$ cat src/rtl/cregPkg.sv
package cregPkg;
  localparam int IDX_W = 4;
  localparam int FLAG_STAGES = 6;

  typedef enum logic [2:0] {
    RD_NONE, RD_KEY, RD_CIN, RD_COUT, RD_DIN, RD_DOUT, RD_CTRL
  } rdSel_e;

  typedef struct packed {
    logic             shift;
    logic             wrKey;
    logic             wrCin;
    logic             wrDin;
    logic             wrCtrl;
    logic             ldCout;
    logic             ldDout;
    logic             capDone;
    logic [IDX_W-1:0] wordIdx;
    rdSel_e           rdSel;
  } cregStrobe_t;
endpackage

$ cat src/rtl/cregControl.sv
module cregControl
  import cregPkg::*;
#(
  parameter int BLK_WORDS = 4,
  parameter int ADDR_W    = 5
) (
  input  logic              busEn,
  input  logic              busWrite,
  input  logic [ADDR_W-1:0] busAddr,
  input  logic              scanEn,
  input  logic              cipherDoneIn,
  input  logic              decryptDoneIn,
  output cregStrobe_t       stb
);
  localparam int DATA_WORDS = 5 * BLK_WORDS;
  localparam int CTRL_ADDR  = DATA_WORDS;

  int  addrNum;
  int  bankNum;
  logic wrOk;
  logic rdOk;

  always_comb begin
    addrNum = int'(busAddr);
    bankNum = addrNum / BLK_WORDS;
    wrOk    = busEn && busWrite && !scanEn;
    rdOk    = busEn && !busWrite;

    stb         = '0;
    stb.rdSel   = RD_NONE;
    stb.shift   = scanEn;
    stb.capDone = !scanEn;
    stb.ldCout  = !scanEn && cipherDoneIn;
    stb.ldDout  = !scanEn && decryptDoneIn;
    stb.wordIdx = IDX_W'(addrNum % BLK_WORDS);

    if (addrNum < DATA_WORDS) begin
      case (bankNum)
        0: begin
          stb.wrKey = wrOk;
          if (rdOk) stb.rdSel = RD_KEY;
        end
        1: begin
          stb.wrCin = wrOk;
          if (rdOk) stb.rdSel = RD_CIN;
        end
        2: if (rdOk) stb.rdSel = RD_COUT;
        3: begin
          stb.wrDin = wrOk;
          if (rdOk) stb.rdSel = RD_DIN;
        end
        default: if (rdOk) stb.rdSel = RD_DOUT;
      endcase
    end else if (addrNum == CTRL_ADDR) begin
      stb.wrCtrl = wrOk;
      if (rdOk) stb.rdSel = RD_CTRL;
    end
  end
endmodule

$ cat src/rtl/cregDatapath.sv
module cregDatapath
  import cregPkg::*;
#(
  parameter int WORD_W    = 32,
  parameter int BLK_WORDS = 4,
  parameter int BLK_W     = WORD_W * BLK_WORDS,
  parameter int CHAIN_LEN = 5 * BLK_W + FLAG_STAGES,
  parameter logic [CHAIN_LEN-1:0] INV_MASK = '0
) (
  input  logic              clk,
  input  logic              rstN,
  input  cregStrobe_t       stb,
  input  logic [WORD_W-1:0] wdata,
  input  logic [BLK_W-1:0]  cipherResult,
  input  logic [BLK_W-1:0]  decryptResult,
  input  logic              keyDoneIn,
  input  logic              cipherDoneIn,
  input  logic              decryptDoneIn,
  input  logic              scanIn,
  output logic              scanOut,
  output logic [WORD_W-1:0] rdata,
  output logic [BLK_W-1:0]  keyOut,
  output logic [BLK_W-1:0]  cipherSrcOut,
  output logic [BLK_W-1:0]  decryptSrcOut,
  output logic              startKeyOut,
  output logic              startCipherOut,
  output logic              startDecryptOut
);
  // Chain stage offsets, counted from scanOut
  localparam int DOUT_LO  = FLAG_STAGES;
  localparam int COUT_LO  = DOUT_LO + BLK_W;
  localparam int DIN_LO   = COUT_LO + BLK_W;
  localparam int CIN_LO   = DIN_LO + BLK_W;
  localparam int KEY_LO   = CIN_LO + BLK_W;
  localparam int ST_KEY   = 3;
  localparam int ST_CIPH  = 4;
  localparam int ST_DEC   = 5;

  logic [CHAIN_LEN-1:0] chainQ;
  logic [CHAIN_LEN-1:0] chainD;
  logic [CHAIN_LEN-1:0] shiftVec;

  // Shift path: an inverter sits at each stage input selected by the mask
  for (genvar i = 0; i < CHAIN_LEN; i++) begin : gStage
    logic srcBit;
    if (i == CHAIN_LEN - 1) begin : gTop
      assign srcBit = scanIn;
    end else begin : gMid
      assign srcBit = chainQ[i+1];
    end
    if (INV_MASK[i]) begin : gInv
      assign shiftVec[i] = ~srcBit;
    end else begin : gPass
      assign shiftVec[i] = srcBit;
    end
  end

  always_comb begin
    chainD = chainQ;
    if (stb.shift) begin
      chainD = shiftVec;
    end else begin
      if (stb.wrKey) chainD[KEY_LO + int'(stb.wordIdx)*WORD_W +: WORD_W] = wdata;
      if (stb.wrCin) chainD[CIN_LO + int'(stb.wordIdx)*WORD_W +: WORD_W] = wdata;
      if (stb.wrDin) chainD[DIN_LO + int'(stb.wordIdx)*WORD_W +: WORD_W] = wdata;
      if (stb.ldCout) chainD[COUT_LO +: BLK_W] = cipherResult;
      if (stb.ldDout) chainD[DOUT_LO +: BLK_W] = decryptResult;
      if (stb.wrCtrl) begin
        chainD[ST_KEY]  = wdata[0];
        chainD[ST_CIPH] = wdata[1];
        chainD[ST_DEC]  = wdata[2];
      end
      if (stb.capDone) begin
        chainD[0] = keyDoneIn;
        chainD[1] = cipherDoneIn;
        chainD[2] = decryptDoneIn;
      end
    end
  end

  always_ff @(posedge clk or negedge rstN) begin
    if (!rstN) chainQ <= '0;
    else       chainQ <= chainD;
  end

  always_comb begin
    rdata = '0;
    case (stb.rdSel)
      RD_KEY:  rdata = chainQ[KEY_LO  + int'(stb.wordIdx)*WORD_W +: WORD_W];
      RD_CIN:  rdata = chainQ[CIN_LO  + int'(stb.wordIdx)*WORD_W +: WORD_W];
      RD_COUT: rdata = chainQ[COUT_LO + int'(stb.wordIdx)*WORD_W +: WORD_W];
      RD_DIN:  rdata = chainQ[DIN_LO  + int'(stb.wordIdx)*WORD_W +: WORD_W];
      RD_DOUT: rdata = chainQ[DOUT_LO + int'(stb.wordIdx)*WORD_W +: WORD_W];
      RD_CTRL: rdata[5:0] = {chainQ[2], chainQ[1], chainQ[0],
                             chainQ[ST_DEC], chainQ[ST_CIPH], chainQ[ST_KEY]};
      default: rdata = '0;
    endcase
  end

  assign scanOut         = chainQ[0];
  assign keyOut          = chainQ[KEY_LO +: BLK_W];
  assign cipherSrcOut    = chainQ[CIN_LO +: BLK_W];
  assign decryptSrcOut   = chainQ[DIN_LO +: BLK_W];
  assign startKeyOut     = chainQ[ST_KEY];
  assign startCipherOut  = chainQ[ST_CIPH];
  assign startDecryptOut = chainQ[ST_DEC];
endmodule

$ cat src/rtl/cryptoRegBank.sv
module cryptoRegBank
  import cregPkg::*;
#(
  parameter int WORD_W    = 32,
  parameter int BLK_WORDS = 4,
  parameter int ADDR_W    = 5,
  parameter logic [5*WORD_W*BLK_WORDS+FLAG_STAGES-1:0] INV_MASK =
    {{(5*WORD_W*BLK_WORDS-FLAG_STAGES){1'b0}}, 12'h4A3}
) (
  input  logic                        clk,
  input  logic                        rstN,
  input  logic                        busEn,
  input  logic                        busWrite,
  input  logic [ADDR_W-1:0]           busAddr,
  input  logic [WORD_W-1:0]           busWdata,
  output logic [WORD_W-1:0]           busRdata,
  input  logic [WORD_W*BLK_WORDS-1:0] cipherResult,
  input  logic [WORD_W*BLK_WORDS-1:0] decryptResult,
  input  logic                        keyDoneIn,
  input  logic                        cipherDoneIn,
  input  logic                        decryptDoneIn,
  output logic [WORD_W*BLK_WORDS-1:0] keyOut,
  output logic [WORD_W*BLK_WORDS-1:0] cipherSrcOut,
  output logic [WORD_W*BLK_WORDS-1:0] decryptSrcOut,
  output logic                        startKeyOut,
  output logic                        startCipherOut,
  output logic                        startDecryptOut,
  input  logic                        scanEn,
  input  logic                        scanIn,
  output logic                        scanOut
);
  localparam int BLK_W     = WORD_W * BLK_WORDS;
  localparam int CHAIN_LEN = 5 * BLK_W + FLAG_STAGES;

  cregStrobe_t stb;

  cregControl #(.BLK_WORDS(BLK_WORDS), .ADDR_W(ADDR_W)) uCtrl (
    .busEn(busEn), .busWrite(busWrite), .busAddr(busAddr), .scanEn(scanEn),
    .cipherDoneIn(cipherDoneIn), .decryptDoneIn(decryptDoneIn), .stb(stb)
  );

  cregDatapath #(
    .WORD_W(WORD_W), .BLK_WORDS(BLK_WORDS), .BLK_W(BLK_W),
    .CHAIN_LEN(CHAIN_LEN), .INV_MASK(INV_MASK)
  ) uDp (
    .clk(clk), .rstN(rstN), .stb(stb), .wdata(busWdata),
    .cipherResult(cipherResult), .decryptResult(decryptResult),
    .keyDoneIn(keyDoneIn), .cipherDoneIn(cipherDoneIn), .decryptDoneIn(decryptDoneIn),
    .scanIn(scanIn), .scanOut(scanOut), .rdata(busRdata),
    .keyOut(keyOut), .cipherSrcOut(cipherSrcOut), .decryptSrcOut(decryptSrcOut),
    .startKeyOut(startKeyOut), .startCipherOut(startCipherOut),
    .startDecryptOut(startDecryptOut)
  );
endmodule

$ cat config.mk
export PLATFORM = sky130hd
export DESIGN_NAME = cryptoRegBank
export DESIGN_NICKNAME = d
export VERILOG_FILES = /design/src/rtl/cregPkg.sv /design/src/rtl/cregControl.sv /design/src/rtl/cregDatapath.sv /design/src/rtl/cryptoRegBank.sv
export SDC_FILE = /design/constraint.sdc
export NUM_CORES = 1
export LEC_CHECK = 0
export CORE_UTILIZATION = 35
export CTS_CLUSTER_DIAMETER = 150
export CTS_CLUSTER_SIZE = 16
export DETAILED_ROUTE_END_ITERATION = 10
export GPL_TIMING_DRIVEN = 0
export PLACE_DENSITY = 0.54
export SLEW_MARGIN = 0
export SYNTH_ARGS = -nofsm -noshare
export SYNTH_HDL_FRONTEND = slang
export SYNTH_SLANG_ARGS = --single-unit
$ cat constraint.sdc
create_clock -name clk -period 2.6 [get_ports clk]
set_input_delay 0.52 -clock clk [delete_from_list [all_inputs] [get_ports clk]]
set_output_delay 0.52 -clock clk [all_outputs]
set_load 0.05 [all_outputs]
======== After elaboration in Yosys (flattened, before gate mapping) ========
Cells that the tools add are included.
storage, ports and cells
  output and inout port bits .............. 420
  input port bits ......................... 302
  logic and storage cells ................. 73
  register bits ........................... 646
cells by class
  add/sub/neg operators ................... 8
  magnitude comparators ................... 1
  equal/unequal tests ..................... 10
  shifts and indexed selects .............. 11
  mux-type cells .......................... 29
  reductions and logical operators ........ 8
  bitwise gates (word level) .............. 5
operator list
  cell                       number
  $mux 646                   6
  $shiftx 646x32->32         5
  $bwmux 646                 3
  $shift 32x33->646 const A  3
  $shiftx 32x33->646         3
  $mux 128                   2
  $pmux 26 s5                1
  $neg 32->33                3
  $pmux 6 s6                 1
  $logic_not 32->1           1
  $mux 3                     7
  $add 9x7->10 const A       2
  $eq 3x2->1 const B         4
  $pmux 3 s4                 1
  $add 10x7->11 const A      1
  $add 8x7->9 const A        1
  $eq 3x3->1 const B         3
  $add 3x7->8 const A        1
  $eq 3x1->1 const B         2
  $mux 1                     6
  $eq 5x5->1 const B         1
  $logic_and 1x1->1          5
  $lt 5x5->1 const B         1
  $not 1->1                  5
  other kinds (2)            4

======== Longest topological paths before layout ========
Gate-level depths: netlist of run 1.
  word-level depth ........................ 13
  gate-level depth with buffers ........... 7
  mapped depth without buffers ............ 4

======== By module ========
A second synthesis of run 1 with hierarchy kept.
second synthesis, totals
  cell total of the unflattened synthesis .. 4302
  area, all modules ....................... 42567.1 um^2
by module, submodules not included
  module        instances  area each (um^2)  cells an instance  sequential area each (um^2)
  cregDatapath  1          42380.6           4277               16165.5
  cregControl   1          186.4             25                 0.0

======== Worst setup path before layout of run 1 ========
No wires, ideal clock.
  kind .................................... input-to-output
  start ................................... input port busAddr[2]
  end ..................................... output port busRdata[0]
  stages on the path ...................... 6
  arrival time ............................ 2.410 ns
  setup slack ............................. -0.330 ns
  path buffers ............................ 2
  data required time ...................... 2.080 ns
  cell sequence ........................... buf_6 or4b_4 buf_6 a2bb2oi_4 mux2i_1 o211ai_1
on the way
  cells in the longest elaborated chain, start to end .. 5
  elaborated cells on any way between the ends .. 16
  classes of those cells .................. order compare: 1; eq/ne: 10; mux: 4; reduce/logical: 1
RTL lines
  item                                            RTL line                              RTL
  start: declaration                              cryptoRegBank.sv:14                   input logic [ADDR_W-1:0] busAddr,
  $logic_not 32->1, or another cell as far along  cregControl.sv:38                     case (bankNum)
  $pmux 3 s4 / $mux 3 (equally long branches)     cregControl.sv:38, cregControl.sv:54
  $mux 3 (*)                                      cregControl.sv:37                     if (addrNum < DATA_WORDS) begin
  $eq 3x3->1, or another cell as far along        cregDatapath.sv:88                    case (stb.rdSel)
  $pmux 6 s6 (*)                                  cregDatapath.sv:88
  end: declaration                                cryptoRegBank.sv:16                   output logic [WORD_W-1:0] busRdata,
Mark *: on every way between the ends. The rest lies on a longest branch, timed or not.

======== Final worst setup path of run 1 ========
  start ................................... register uDp.chainQ[383]
  end ..................................... output port busRdata[25]
on the way
  cells in the longest elaborated chain, start to end .. 2
  elaborated cells on any way between the ends .. 6
  classes of those cells .................. shift: 5; mux: 1
RTL lines
  item                                          RTL line            RTL
  start: declaration                            cregDatapath.sv:39  logic [CHAIN_LEN-1:0] chainQ;
  start signal: assignment                      cregDatapath.sv:83  else chainQ <= chainD;
  $shiftx 646x32->32, on equally long branches  --
  $pmux 26 s5 (*)                               cregDatapath.sv:88
Marked as above.

==> metrics.md, run 1 <==
| Metric | Value |
|---|---|
| Actual slew at the worst max-slew pin | 1050 ps |
| Fin crit period | 3260 ps |
| Ranking of synthesized cells by area | dfrtp_1 44%, nand2_1 11%, a22oi_1 8.7% |
| Dominant synthesized flop cell | dfrtp_1 |
| Worst path required time | 2080 ps |
| DRC violations left | 0 |
| Initial antenna violation count | 8 |
| CP endpoint kind | output port |
| Detail Route Antenna Nets | 0 |
| LEAKAGE | 23.8 nW |
| Final GP Congestion | 0.939 |
| Die footprint | 0.106 mm² |
| DPL Wire Length | 141000 µm |
| CTS tree | built |
| Most frequent cells in the layout | 1053 x nand2_1, 620 x dfrtp_1, 574 x clkdlybuf4s50_1 |
| PD cells | 689 mW/mm² |
| Net Count, Synth | 3910 |
| Final setup margin | -656 ps |
| Placement Setup Slack | -2470 ps |
| Row count | 118 |
| Fin area | 0.0490 mm² |
| Ys async rst share | 100% |
| Commonest non-fill, non-tap cell in the layout | nand2_1 |
| First-pass GRT wire length | 251000 µm |
| Worst R2R Path Depth | 2 |
| Vias per Instance | 5.63 |
| Crit Path Category | flop to output port |
| P&R area growth vs syn | 33.7% |
| Non-filler cells, final | 5901 |
| CTS Buffer Depth | 3 |
| Area after DPL | 0.0458 mm² |
| Initial DRT Pass Iterations | 6 |
| WP data arrival | 2740 ps |
| Top Registers | uDp.chainQ (646) |
| Peak Freq | 0.307 GHz |
| Clock Latency Late Sink | 660 ps |
| Worst slew margin | 30.0% |
| Sequential cell area fraction in the yosys report | 44.1% |
| Setup crit start kind | flop |
| Util after Layout | 47.3% |
| Die span in x | 326 µm |
| Final Skew | 53.7 ps |
| Tcrit/Tclk final | 125% |
| WL final | 182000 µm |
| Final setup violation count | 32 |
| Synthesized instance count | 3608 |
| # IOs | 722 |
| Status | finished with violations |
| Synth Register Bits | 646 |
| Clk sinks | 646 |
| Routed WL per cell | 30.9 µm |
| Clock slew at reported path FFs | 90 ps |
| Area leader, netlist | dfrtp_1 |
| TritonCTS Buffers | 46 |
| Slew Viols, Final | 0 |
| DR vias | 33200 |
| Hold Path Depth | 4 |
| HP Class | input pin to flop |
| IO buf count | 716 |
| Cells after DPL | 5710 |
| Vias in the first global route | 32300 |
| VDD IR max | 0.539 mV |
| Syn Area/Cell | 10.2 µm² |
| Max FFs per register | 646 |
| DR iter-0 viols | 3752 |
| Final hold violations | 0 |
| Largest Register | uDp.chainQ |
| Die Y | 326 µm |
| Initial core utilization | 35.4% |
| Largest net degree at the start of global routing | 110 |
| Share of post-route cells with drive strength above 1 | 23.9% |
| Violated checks | setup timing |
| Max-cap violation count | 0 |
| Core ar. | 0.104 mm² |
| Synth top area share | 44.1% |
| CP max FO | 2 |
| Cell area after synthesis | 0.0367 mm² |
| Gr ovfl total | 0 |
| H-tree levels | 2 |
| Ys Warns | 0 |
| Cell variety after synth | 46 |
| Tot GR Track Use | 33.3% |
| RSZ-0062 raised after global routing | true |
| Clk root buf | clkbuf_16 |
| Nets@finish | 4818 |
| EDFF count, synth | 0 |
[per-stage QoR]
stage / TNS [ps] / power (mW) / hold WS [ps]
2_1_floorplan: -6070 / 20.8 / 224
3_3_place_gp: - / 26.1 / 437
3_5_place_dp: -111420 / 26.2 / 446
4_1_cts: -10400 / 33.5 / 298
5_1_grt: -12010 / 34.8 / 338
6_report: -11880 / 33.8 / 339
[per-layer routing]
metal | up-vias | part of all wire [%] | GRT usage, %
li1 | 14100 | - | -
met1 | 16900 | 39 | 42.3
met2 | 1912 | 46 | 53.4
met3 | 329 | 9.7 | 8.18
met4 | 6 | 5.4 | 15.0
met5 | - | 0.022 | 0
[layout make-up]
cell class | count | area [µm²]
antenna | 3 | 7.51
buffer | 677 | 4880
clock buffer | 47 | 1180
clock inverter | 3 | 43.8
fill | 9969 | 54600
inverter | 3 | 11.3
multi-input combinational | 2277 | 16200
sequential | 646 | 16200
tap | 1380 | 1730
timing repair buffer | 865 | 8720
[logic make-up after synthesis]
| logic type | after synthesis | synth area share (%) |
|---|---|---|
| buf+inv | 685 | 12.3 |
| mux | 450 | 18.1 |
| compound gates | 731 | 13.3 |
| xor+xnor | 1 | 0.0239 |
| flops | 646 | 44.1 |
| simple gates | 1095 | 12.1 |
[where the power goes]
group,internal (mW),switching (mW)
clock,3.23,3.90
sequential,11.5,1.84
combinational,5.30,7.96
total,20.1,13.7
[critical path, cell delays in order (launching register included)]
cell      delay, ps
dfrtp_2         410
mux4_2          560
a22oi_2         310
o211ai_1        440
buf_4           350
[final timing paths]
path / start / end / slack, ps
hold / removal: busAddr[3] / uDp.chainQ[394] / 340
setup reg to reg: uDp.chainQ[518] / uDp.chainQ[517] / 1580
hold reg to reg: uDp.chainQ[1] / uDp.chainQ[0] / 480
setup / recovery: uDp.chainQ[383] / busRdata[25] / -660
min in group asynchronous: rstN / uDp.chainQ[227] / 430
max in group asynchronous: rstN / uDp.chainQ[288] / 410
[synthesized netlist by cell type, types with 2 or more instances]
master / instances
a31oi_1: 4
nor2b_1: 6
buf_4: 393
a21oi_1: 2
nand2_1: 1053
o211ai_1: 32
dfrtp_1: 646
a211oi_1: 2
a31oi_2: 8
o21ai_0: 257
nor4_4: 8
mux4_2: 123
nand2b_1: 2
a22oi_1: 425
inv_1: 2
mux4_1: 28
nor3_4: 4
buf_1: 2
mux4_4: 9
nor3b_1: 2
and3_1: 2
and2_1: 4
clkbuf_1: 105
clkbuf_8: 13
mux2i_1: 289
buf_6: 19
buf_2: 149
[repair_timing]
item	CTS	global route
gates resized for setup	486	92
hold buffers	1	0
pin swaps	36	36
gates cloned	4	4
buffers inserted	77	60
endpoints found under the hold margin	77	0
endpoints found under the setup margin	104	250
Power figures use the tool's default switching activity.
==> run 2, diff against run 1 <==
--- a/config.mk
+++ b/config.mk
@@ -5,13 +5,15 @@
 export SDC_FILE = /design/constraint.sdc
 export NUM_CORES = 1
 export LEC_CHECK = 0
+export ABC_AREA = 1
 export CORE_UTILIZATION = 35
 export CTS_CLUSTER_DIAMETER = 150
 export CTS_CLUSTER_SIZE = 16
 export DETAILED_ROUTE_END_ITERATION = 10
 export GPL_TIMING_DRIVEN = 0
-export PLACE_DENSITY = 0.54
+export PLACE_DENSITY = 0.53
 export SLEW_MARGIN = 0
 export SYNTH_ARGS = -nofsm -noshare
 export SYNTH_HDL_FRONTEND = slang
 export SYNTH_SLANG_ARGS = --single-unit
+export TNS_END_PERCENT = 20
==> metrics.md, run 2 <==
| Metric | Value |
|---|---|
| Status | finished with violations |
| Violated checks | setup timing |
| Area after DPL | 0.0480 mm² (+4.9%) |
| Clock Latency Late Sink | 680 ps (+20 ps) |
| Setup crit start kind | flop |
| P&R area growth vs syn | 37.5% |
| Crit-path most repeated cell | nand2_1 |
| VDD IR max | 0.578 mV (+7.3%) |
| EDFF count, synth | 0 (unchanged) |
| Setup TNS | -1030 ps (+10850 ps) |
| Most frequent cells in the layout | 2752 x nand2_1, 706 x buf_4, 524 x dfrtp_1 |
| Initial antenna violation count | 13 (+5) |
| Cell area after synthesis | 0.0388 mm² (+5.9%) |
| Final hold violations | 0 (unchanged) |
| H-tree levels | 2 (unchanged) |
| Die footprint | 0.112 mm² (+5.8%) |
| Fin crit period | 2690 ps (-568 ps) |
| Ys Warns | 0 (unchanged) |
| Synthesized instance count | 5858 (+62%) |
| Slowest cell on crit path | dfrtp_1 |
| CP startpoint | uDp.chainQ[500] |
| Clock slew at reported path FFs | 80 ps (about the same) |
| CTS tree | built |
| Final GP Congestion | 1.08 (+14%) |
| R2r endpoint | uDp.chainQ[404] |
| Reg-to-Reg Start | uDp.chainQ[405] |
| Ys async rst share | 100% (unchanged) |
| Largest Register | uDp.chainQ |
| Stages on worst setup path | 9 (+5) |
| Non-filler cells, final | 8257 (+40%) |
| Tot GR Track Use | 39.9% (+6.7 points) |
| PD cells | 810 mW/mm² (+18%) |
| DRC violations left | 0 (unchanged) |
| CTS Buffer Depth | 3 (unchanged) |
| Nets@finish | 7080 (+47%) |
| Ranking of synthesized cells by area | dfrtp_1 42%, nand2_1 29%, buf_4 7.5% |
| Crit Path Category | flop to output port |
| CP max FO | 3 (+1) |
| Core ar. | 0.109 mm² (+5.6%) |
| RSZ-0062 raised after global routing | true |
| Syn Area/Cell | 6.62 µm² (-35%) |
| Cell variety after synth | 23 (-50%) |
| Tcrit/Tclk final | 103% (-22 points) |
| Routed WL per cell | 28.0 µm (-9.3%) |
| Initial core utilization | 35.5% (+0.080 points) |
| HP Class | input pin to async pin |
| Synth top area share | 41.7% (-2.4 points) |
| Die Y | 335 µm (+2.9%) |
| Actual slew at the worst max-slew pin | 1230 ps (+181 ps) |
| Synth Register Bits | 646 (unchanged) |
| Detail Route Antenna Nets | 0 (unchanged) |
| DR vias | 44000 (+32%) |
| DR iter-0 viols | 6043 (+61%) |
| Clk root buf | clkbuf_16 |
| Flop-to-flop setup slack | 1410 ps (-170 ps) |
| Final Skew | 25.7 ps (-28.0 ps) |
| IO buf count | 720 (+0.56%) |
| CP endpoint kind | output port |
| Sequential cell area fraction in the yosys report | 41.7% (-2.4 points) |
| Worst path required time | 2080 ps (about the same) |
| Net Count, Synth | 6160 (+58%) |
| Vias per Instance | 5.33 (-5.3%) |
| CP cell instances | nand2_1 -> nand2_1 -> nand2_1 -> nand2_1 -> nand2_1 -> nand2_2 -> nor2_1 -> nand2_2 -> buf_8 |
| Die span in x | 335 µm (+2.9%) |
| Crit path buffers/inverters | 1 (unchanged) |
| Final setup violation count | 34 (+6.3%) |
| Max-cap violation count | 0 (unchanged) |
| Cells after DPL | 8060 (+41%) |
| Worst setup path end | busRdata[14] |
| Clk sinks | 646 (unchanged) |
| Gr ovfl total | 0 (unchanged) |
| Row count | 121 (+2.5%) |
| First-pass GRT wire length | 314000 µm (+25%) |
| Dominant synthesized flop cell | dfrtp_1 |
| Fin area | 0.0533 mm² (+8.9%) |
| Tot Pwr | 43.2 mW (+28%) |
| Final setup margin | -88.1 ps (+568 ps) |
| Commonest cells in the netlist | 3045 x nand2_1, 646 x dfrtp_1, 387 x buf_4, 372 x inv_1, 365 x nor2_1 |
| WL final | 231000 µm (+27%) |
| Share of post-route cells with drive strength above 1 | 23.3% (-0.62 points) |
| Top-count cell post-synth | nand2_1 |
| Vias in the first global route | 40400 (+25%) |
| Peak Freq | 0.372 GHz (+21%) |
| Slew Viols, Final | 0 (unchanged) |
| CP max stage delay | 440 ps (-120 ps) |
| Area leader, netlist | dfrtp_1 |
| Top Registers | uDp.chainQ (646) |
| Commonest non-fill, non-tap cell in the layout | nand2_1 |
| # IOs | 722 (unchanged) |
| Largest net degree at the start of global routing | 115 (+4.5%) |
| LEAKAGE | 27.0 nW (+14%) |
| Worst slew margin | 17.9% (-12 points) |
| Util after Layout | 48.7% (+1.5 points) |
| Worst R2R Path Depth | 4 (+2) |
| Initial DRT Pass Iterations | 6 (unchanged) |
| CP top delay family | simple AND/OR/NAND/NOR gates |
| DPL Wire Length | 183000 µm (+29%) |
| WP data arrival | 2170 ps (-570 ps) |
| TritonCTS Buffers | 46 (unchanged) |
| Max FFs per register | 646 (unchanged) |
## run 2: worst min-delay path by stage
stage | to | slack (ps) | cells after the start
after detailed placement | uDp.chainQ[0] | 460 | 1
after global routing | uDp.chainQ[439] | 410 | 2
after global placement | uDp.chainQ[0] | 450 | 1
after floorplan | uDp.chainQ[0] | 220 | 0
final | uDp.chainQ[439] | 360 | 2
after CTS | uDp.chainQ[439] | 380 | 2
## run 2: repair_timing
item                                    4_1_cts  5_1_grt
resized for setup                          1235      330
cloned                                        8        2
hold buffers                                  1        0
setup buffers                                94       42
hold endpoints to repair                     50        0
pin swaps                                   107      103
endpoints found under the setup margin      272      135
## run 2: kinds of logic (layout without fill, tap and decap cells)
group | after synthesis | count (layout) | share of synthesized area, %
buffers and inverters | 1088 | 2010 | 14.6
DFF | 646 | 646 | 41.7
and+or+nand+nor | 3718 | 3718 | 37.0
AOI/OAI and AO/OA | 406 | 406 | 6.64
other | 0 | 1 | 0
## run 2: where the power goes
| part | leakage [nW] | internal (mW) | switching (mW) |
|---|---|---|---|
| sequential | 7.57 | 12.2 | 3.54 |
| combinational | 18.8 | 7.37 | 12.7 |
| clock | 0.610 | 3.34 | 4.09 |
| total | 27.0 | 22.9 | 20.3 |
## run 2: area by class of cell
cell class,count,area (µm²)
fillers,11400,56100
multi-input cells,4124,18800
flip-flops and latches,646,16300
repair buffers,872,8400
plain buffers,709,5330
well taps,1476,1850
inverters,379,1460
clock buffers,49,1230
clock inverters,1,11.3
diodes,1,2.50
## run 2: per-layer routing
layer / GRT usage [%] / vias up / share of wire [%]
met2: 58.9 / 2789 / 43
li1: - / 19400 / -
met1: 54.8 / 21400 / 40
met3: 10.6 / 419 / 12
met5: 0 / - / 0.099
met4: 16.9 / 16 / 4.9
## run 2: worst reg2reg max path, stage by stage (launching register included)
cell and delay [ps]:
dfrtp_2 510, buf_4 200, buf_4 130, a22oi_1 170, nand2_1 70
## run 2: stage by stage
stage          setup WS [ps]  hold WS (ps)
2_1_floorplan            234           224
3_3_place_gp          -30750           450
3_5_place_dp           -2470           463
4_1_cts                -37.2           379
5_1_grt                -65.0           412
6_report               -88.1           364
